**src/rtl/txr_pkg.sv**
```systemverilog
package txr_pkg;
  localparam int SLOT_CNT  = 4;
  localparam int IDX_W     = 2;
  localparam int FLAG_BITS = 4;
  localparam int STAT_W    = 5;

  // flag bits inside the buffer word
  localparam int BIT_EN   = 0;
  localparam int BIT_DONE = 1;

  // word selectors within a slot
  localparam logic [1:0] WORD_BUF  = 2'd0;
  localparam logic [1:0] WORD_LEN  = 2'd1;
  localparam logic [1:0] WORD_STAT = 2'd2;

  // completion status bit positions
  localparam int ST_ABORT = 0;
  localparam int ST_JAB   = 1;
  localparam int ST_UND   = 2;
  localparam int ST_NOCAR = 3;
  localparam int ST_LOSS  = 4;

  typedef enum logic [1:0] {
    ST_IDLE = 2'd0,
    ST_REQ  = 2'd1,
    ST_WAIT = 2'd2
  } txrState_e;

  typedef struct packed {
    logic launch;
    logic complete;
  } txrStrobe_t;
endpackage

```
**src/rtl/txr_ctrl.sv**
```systemverilog
module txr_ctrl
  import txr_pkg::*;
(
  input  logic       clk,
  input  logic       rstN,
  input  logic       macTxEn,
  input  logic       curArmed,
  input  logic       fetchAck,
  input  logic       txDone,
  output txrStrobe_t strobe,
  output logic       fetchReq
);
  txrState_e state, stateNext;

  always_comb begin
    stateNext       = state;
    strobe.launch   = 1'b0;
    strobe.complete = 1'b0;
    unique case (state)
      ST_IDLE: if (macTxEn && curArmed) begin
        strobe.launch = 1'b1;
        stateNext     = ST_REQ;
      end
      ST_REQ:  if (fetchAck) stateNext = ST_WAIT;
      ST_WAIT: if (txDone) begin
        strobe.complete = 1'b1;
        stateNext       = ST_IDLE;
      end
      default: stateNext = ST_IDLE;
    endcase
  end

  always_ff @(posedge clk) begin
    if (!rstN) state <= ST_IDLE;
    else       state <= stateNext;
  end

  assign fetchReq = (state == ST_REQ);

  // a request is held until it is accepted
  a_r3_req_hold: assert property (@(posedge clk) disable iff (!rstN)
    fetchReq && !fetchAck |=> fetchReq);

  // completion is a single-cycle event
  a_r7_single_pulse: assert property (@(posedge clk) disable iff (!rstN)
    strobe.complete |=> !strobe.complete);

  // idle engine with transmit disabled starts nothing
  a_r10_idle_gate: assert property (@(posedge clk) disable iff (!rstN)
    (state == ST_IDLE) && !macTxEn |=> !fetchReq);
endmodule

```
**src/rtl/txr_datapath.sv**
```systemverilog
module txr_datapath
  import txr_pkg::*;
#(
  parameter int ADDR_W = 32,
  parameter int LEN_W  = 11
)(
  input  logic              clk,
  input  logic              rstN,
  input  logic              fullDuplex,
  input  logic              regWr,
  input  logic [3:0]        regAddr,
  input  logic [ADDR_W-1:0] regWdata,
  output logic [ADDR_W-1:0] regRdata,
  input  txrStrobe_t        strobe,
  input  logic [STAT_W-1:0] txStatus,
  output logic              curArmed,
  output logic [ADDR_W-1:0] fetchAddr,
  output logic [LEN_W-1:0]  fetchLen,
  output logic              donePulse,
  output logic              irqPending
);
  localparam int BASE_W = ADDR_W - FLAG_BITS;
  localparam int SREC_W = STAT_W + 1;

  logic [BASE_W-1:0] bufBase  [SLOT_CNT];
  logic [LEN_W-1:0]  slotLen  [SLOT_CNT];
  logic [SREC_W-1:0] slotStat [SLOT_CNT];
  logic [SLOT_CNT-1:0] slotEn, slotDone;
  logic [IDX_W-1:0]  curIdx;
  logic [BASE_W-1:0] fetchBaseQ;
  logic [LEN_W-1:0]  fetchLenQ;

  logic [IDX_W-1:0]  wrSlot;
  logic [1:0]        wrWord;
  logic [SLOT_CNT-1:0] bufHit, lenHit, clrEvt;
  logic              abortReal;

  assign wrSlot = regAddr[3:2];
  assign wrWord = regAddr[1:0];

  generate
    for (genvar g = 0; g < SLOT_CNT; g++) begin : gSlotDecode
      assign bufHit[g] = regWr && (wrSlot == IDX_W'(g)) && (wrWord == WORD_BUF);
      assign lenHit[g] = regWr && (wrSlot == IDX_W'(g)) && (wrWord == WORD_LEN);
      assign clrEvt[g] = bufHit[g] && slotDone[g] && !regWdata[BIT_DONE];
    end
  endgenerate

  assign abortReal = txStatus[ST_ABORT] &
                     (fullDuplex ? (txStatus[ST_JAB] | txStatus[ST_UND]) : 1'b1);

  // descriptor storage: software write first, hardware completion last
  always_ff @(posedge clk) begin
    if (!rstN) begin
      slotEn   <= '0;
      slotDone <= '0;
      for (int i = 0; i < SLOT_CNT; i++) begin
        bufBase[i]  <= '0;
        slotLen[i]  <= '0;
        slotStat[i] <= '0;
      end
    end else begin
      for (int i = 0; i < SLOT_CNT; i++) begin
        if (bufHit[i]) begin
          bufBase[i]  <= regWdata[ADDR_W-1:FLAG_BITS];
          slotEn[i]   <= regWdata[BIT_EN];
          slotDone[i] <= regWdata[BIT_DONE];
        end
        if (lenHit[i]) slotLen[i] <= regWdata[LEN_W-1:0];
        if (strobe.complete && (curIdx == IDX_W'(i))) begin
          slotEn[i]   <= 1'b0;
          slotDone[i] <= 1'b1;
          slotStat[i] <= {abortReal, txStatus};
        end
      end
    end
  end

  // ring position, interrupt level and launched-frame latch
  always_ff @(posedge clk) begin
    if (!rstN) begin
      curIdx     <= '0;
      irqPending <= 1'b0;
      fetchBaseQ <= '0;
      fetchLenQ  <= '0;
    end else begin
      if (strobe.complete) curIdx <= curIdx + 1'b1;
      if (strobe.complete)  irqPending <= 1'b1;
      else if (|clrEvt)     irqPending <= 1'b0;
      if (strobe.launch) begin
        fetchBaseQ <= bufBase[curIdx];
        fetchLenQ  <= slotLen[curIdx];
      end
    end
  end

  assign curArmed  = slotEn[curIdx];
  assign fetchAddr = {fetchBaseQ, {FLAG_BITS{1'b0}}};
  assign fetchLen  = fetchLenQ;
  assign donePulse = strobe.complete;

  always_comb begin
    logic [IDX_W-1:0] idxView;
    idxView  = (wrSlot == '0) ? curIdx : '0;
    regRdata = '0;
    unique case (wrWord)
      WORD_BUF:  regRdata = {bufBase[wrSlot], idxView, slotDone[wrSlot], slotEn[wrSlot]};
      WORD_LEN:  regRdata = {{(ADDR_W-LEN_W){1'b0}}, slotLen[wrSlot]};
      WORD_STAT: regRdata = {{(ADDR_W-SREC_W){1'b0}}, slotStat[wrSlot]};
      default:   regRdata = '0;
    endcase
  end

  // index steps by one modulo four per completion
  a_r1_idx_advance: assert property (@(posedge clk) disable iff (!rstN)
    strobe.complete |=> curIdx == IDX_W'($past(curIdx) + 1'b1));

  // without a completion the ring position does not move
  a_r4_idx_hold: assert property (@(posedge clk) disable iff (!rstN)
    !strobe.complete |=> $stable(curIdx));

  // the finished slot shows done and is disarmed
  a_r5_done_set: assert property (@(posedge clk) disable iff (!rstN)
    strobe.complete |=> slotDone[$past(curIdx)] && !slotEn[$past(curIdx)]);

  // completion always leaves the interrupt pending
  a_r8_pending_set: assert property (@(posedge clk) disable iff (!rstN)
    strobe.complete |=> irqPending);
endmodule

```
**src/rtl/tx_desc_ring.sv**
```systemverilog
module tx_desc_ring
  import txr_pkg::*;
#(
  parameter int ADDR_W = 32,
  parameter int LEN_W  = 11
)(
  input  logic              clk,
  input  logic              rstN,
  input  logic              macTxEn,
  input  logic              fullDuplex,
  input  logic              regWr,
  input  logic [3:0]        regAddr,
  input  logic [ADDR_W-1:0] regWdata,
  output logic [ADDR_W-1:0] regRdata,
  output logic              fetchReq,
  output logic [ADDR_W-1:0] fetchAddr,
  output logic [LEN_W-1:0]  fetchLen,
  input  logic              fetchAck,
  input  logic              txDone,
  input  logic [STAT_W-1:0] txStatus,
  output logic              donePulse,
  output logic              irqPending
);
  txrStrobe_t strobe;
  logic       curArmed;

  txr_ctrl u_ctrl (
    .clk      (clk),
    .rstN     (rstN),
    .macTxEn  (macTxEn),
    .curArmed (curArmed),
    .fetchAck (fetchAck),
    .txDone   (txDone),
    .strobe   (strobe),
    .fetchReq (fetchReq)
  );

  txr_datapath #(.ADDR_W(ADDR_W), .LEN_W(LEN_W)) u_dp (
    .clk        (clk),
    .rstN       (rstN),
    .fullDuplex (fullDuplex),
    .regWr      (regWr),
    .regAddr    (regAddr),
    .regWdata   (regWdata),
    .regRdata   (regRdata),
    .strobe     (strobe),
    .txStatus   (txStatus),
    .curArmed   (curArmed),
    .fetchAddr  (fetchAddr),
    .fetchLen   (fetchLen),
    .donePulse  (donePulse),
    .irqPending (irqPending)
  );

  // address and length are steady while a request waits
  a_r3_fetch_stable: assert property (@(posedge clk) disable iff (!rstN)
    fetchReq && !fetchAck |=> $stable(fetchAddr) && $stable(fetchLen));
endmodule

```
**config.mk**
```make
export PLATFORM = sky130hd
export DESIGN_NAME = tx_desc_ring
export DESIGN_NICKNAME = d
export VERILOG_FILES = /design/src/rtl/txr_pkg.sv /design/src/rtl/txr_ctrl.sv /design/src/rtl/txr_datapath.sv /design/src/rtl/tx_desc_ring.sv
export SDC_FILE = /design/constraint.sdc
export NUM_CORES = 1
export LEC_CHECK = 0
export CORE_MARGIN = 3
export CORE_UTILIZATION = 60
export CTS_BUF_LIST = sky130_fd_sc_hd__clkbuf_2 sky130_fd_sc_hd__clkbuf_4 sky130_fd_sc_hd__clkbuf_8
export CTS_CLUSTER_DIAMETER = 100
export DETAILED_ROUTE_END_ITERATION = 16
export DONT_BUFFER_PORTS = 1
export HOLD_SLACK_MARGIN = 0.12
export PLACE_DENSITY = 0.76
export SETUP_SLACK_MARGIN = 0.4
export SYNTH_ARGS = -nofsm -noshare
export SYNTH_HDL_FRONTEND = slang
export SYNTH_SLANG_ARGS = --single-unit
```
**constraint.sdc**
```tcl
create_clock -name clk -period 10.6 [get_ports clk]
set_input_delay 3.18 -clock clk [delete_from_list [all_inputs] [get_ports clk]]
set_output_delay 3.18 -clock clk [all_outputs]
set_load 0.05 [all_outputs]
```
==> impl_metrics.csv <==
group,metric,value,unit
timing,fin_skew,0.01628,ns
hold_path,hold_path.class,"register to register",
critical_path,path_buf_inv,0,
cells_and_area,drive_above_1_share,23.49,%
cells_and_area,mostFrequentLayoutCell,"and2_1",
critical_path,cpPeakStageDelay,0.84,ns
clock_network,clock_latency,0.54,ns
critical_path,r2r_cells,4,
critical_path,cp.arrival,4.69,ns
clock_network,cts_hold_buf,0,
critical_path,endpoint,"regRdata[5]",
clock_network,cts_post_setup_buffers_inserted,0,
critical_path,reg2reg_from,"u_dp.curIdx[0]",
pwr,ir_drop,86.86,uV
routing,drt_iter0_markers,508,
global_route,antenna_found_initial,0,
hold_path,hp-start,"u_ctrl.state[1]",
routing,drtPass1Iterations,5,
pwr,p_sw,0.0004508,W
die,num_rows,49,
synth,synth_cells,817,
pwr,combPwrFrac,6.9,%
critical_path,startpoint,"regAddr[1]",
timing,setup_viol,0,
pwr,power_frac_seq,52.7,%
die,dieWidth,143.1,um
timing,tightestPinTransition,1.182,ns
routing,antenna_left,0,
timing,setup_tns,0,ns
run_status,status,"finished clean",
synth,syn_area_per_cell,13.80,sq um
timing,fin_crit_sh,74.24,%
critical_path,cp_slowest_cell,"nor2_2",
critical_path,crit_chain,"nor2_2, a221o_1",
clock_network,numCtsBuffers,40,
synth,yosysSeqAreaShare,57.19,%
critical_path,r2r_setup_slack,7.92,ns
global_route,grt_max_degree,52,
critical_path,start_kind,"primary input",
critical_path,cp.required,7.42,ns
critical_path,critical_path.endpoint_type,"primary output",
synth,synth_edf_count,180,
cells_and_area,syn_to_final_growth,7.770,%
cells_and_area,fillers,1344,
critical_path,cp_num_cells,2,
cells_and_area,num_antenna_cells,0,
placed_design,globalplace.congestion,0.8396,
clock_network,clk_pin_slew,0.06,ns
clock_network,root_buffer,"clkbuf_8",
cells_and_area,nets,867,
pwr,p_sw_share,22.79,%
global_route,overflow,0,
synth,synth_cell_types,38,
run,cap_violations,0,
synth,yosys_warnings,0,
clock_network,cts_tree,"done",
routing,routed_wl,25.17,mm
clock_network,clock_sinks,232,
routing,routed_via_density,6.155,
die,dieArea,20470,sq um
synth,synth_seq_cells,232,
clock_network,cts.path.max_buffers,3,
synth,ys_async_sr_fraction,0,%
global_route,grtUsageTotal,25.54,%
critical_path,crit_fanout,25,
clock_network,htree_num_levels,2,
timing,fmax,127.1,MHz
routing,post-route-drc-count,0,
die,design.core.area,18210,sq um
placed_design,hpwl,15.19,mm
die,start_util,61.90,%
global_route,grt_pass1_vias,7120,
timing,hold_viol,0,
pwr,clockPowerShare,40.5,%
critical_path,critical_path_class,"primary input to primary output",
timing,slew_headroom,21.05,%
pwr,power_density,162.8,nW/um^2
routing,vias,6623,
global_route,grt_pass1_wl,38.96,mm
timing,slew_viol_final,0,
cells_and_area,layout_common_cells,"197 x and2_1, 180 x edfxtp_1, 89 x nand2_1, 87 x mux4_2, 50 x dfxtp_1",
cells_and_area,final_util,66.71,%
die,ios,126,
timing,layout_min_cycle_time,7.869,ns
synth,syn-cell-area,11270,sq um
timing,layout_setup_ws,2.731,ns
critical_path,r2r_end,"u_dp.fetchLen[5]",
synth,yosys_most_used_dff,"edfxtp_1",
die,die_h,143.1,um
pwr,internal_power,0.001527,W
clock_network,post_cts_resized,0,
placed_design,portBuffers,0,
timing,rsz0062_at_grt,"false",
critical_path,cp_top_family,"simple AND/OR/NAND/NOR gates",
pwr,p_leak,4.176,nW
routing,wl_per_cell,23.39,um
placed_design,place_ws,2.729,ns
==> how the worst min path moves through the flow <==
stage	slack (ns)	endpoint	cells past startpoint
floorplan	0.46	u_ctrl.state[0]	1
global placement	0.48	u_ctrl.state[0]	1
detailed placement	0.49	u_ctrl.state[0]	1
CTS	0.50	u_ctrl.state[0]	1
global route	0.53	u_dp.slotEn[3]	2
finish	0.51	u_ctrl.state[0]	1
==> power by group through the flow <==
stage / combinational (W) / sequential, W / clock (W)
3_5_place_dp: 0.000136 / 0.00106 / 0
2_1_floorplan: 0.000123 / 0.00105 / 0
5_1_grt: 0.000143 / 0.00105 / 0.000863
6_report: 0.000136 / 0.00104 / 0.000800
3_3_place_gp: 0.000135 / 0.00106 / 0
4_1_cts: 0.000137 / 0.00104 / 0.000817
==> state kept, by name, summed over array words and instances, names as in the netlist <==
register / cells
u_ctrl.state: 2
u_dp.curIdx: 2
u_dp.bufBase: 112
u_dp.fetchBaseQ: 28
u_dp.slotDone: 4
u_dp.fetchLen: 11
u_dp.slotEn: 4
u_dp.slotLen: 44
u_dp.irqPending: 1
u_dp.slotStat: 24
==> through the flow <==
| step | hold WS, ns | instances | power, W | cell area [sq um] |
|---|---|---|---|---|
| after global placement | 0.4811 | 1002 | 0.001190 | 11340 |
| after global routing | 0.5334 | 1076 | 0.002052 | 12150 |
| final | 0.5074 | 1076 | 0.001978 | 12150 |
| after floorplan | 0.4597 | 820 | 0.001177 | 11280 |
| after detailed placement | 0.4942 | 1002 | 0.001196 | 11340 |
| after CTS | 0.5018 | 1076 | 0.001995 | 12150 |
==> cell usage after synthesis, types with 5 or more instances <==
| library cell | count | area [sq um] |
|---|---|---|
| a21oi_1 | 33 | 165.2 |
| a21oi_2 | 11 | 96.34 |
| and2_1 | 198 | 1239 |
| and3_1 | 5 | 31.28 |
| buf_2 | 11 | 55.05 |
| buf_4 | 6 | 45.04 |
| buf_6 | 11 | 123.9 |
| clkbuf_1 | 28 | 105.1 |
| dfxtp_1 | 52 | 1041 |
| edfxtp_1 | 180 | 5405 |
| inv_1 | 7 | 26.28 |
| mux2i_1 | 12 | 120.1 |
| mux4_2 | 87 | 1959 |
| nand2_1 | 89 | 334.1 |
| nand2_2 | 11 | 68.82 |
| nand2b_1 | 5 | 31.28 |
| nor2_1 | 22 | 82.58 |
| nor2b_1 | 5 | 31.28 |
| o21ai_0 | 11 | 55.05 |
==> metal layers <==
layer / share of wire, % / track usage (%) / wire length [um] / vias to the layer above
met5: 0 / 0 / 0 / -
met2: 52 / 43.97 / 12970 / 294
met1: 36 / 30.73 / 9170 / 3307
li1: - / - / - / 2972
met4: 2.7 / 8.954 / 688 / 0
met3: 9.3 / 7.803 / 2336 / 50
==> layout make-up <==
type	instances	area [sq um]	area share, %
Clock buffer	62	753.2	6.200
Clock inverter	12	55.05	0.4532
Inverter	7	26.28	0.2163
Multi-Input combinational cell	522	4486	36.92
Sequential cell	232	6451	53.11
Tap cell	229	286.5	2.359
Timing Repair Buffer	12	90.09	0.7416
==> cells by family after synthesis <==
group                    synth area share, %
multiplexers                           18.45
other                                0.03327
adder cells (fa/ha/maj)               0.4440
AND/OR/NAND/NOR                        17.13
flip-flops                             57.19
AO/OA/AOI/OAI                          3.430
XOR/XNOR                             0.07771
buffers and inverters                  3.252
==> worst reg2reg max path, delay by kind of cell, from the launching register on <==
kind / cells / cell delay (ns)
multiplexers: 1 / 0.63
flip-flops: 1 / 0.94
AND/OR/NAND/NOR: 2 / 0.83
AO/OA/AOI/OAI: 1 / 0.19
(Power assumes the default switching activity.)
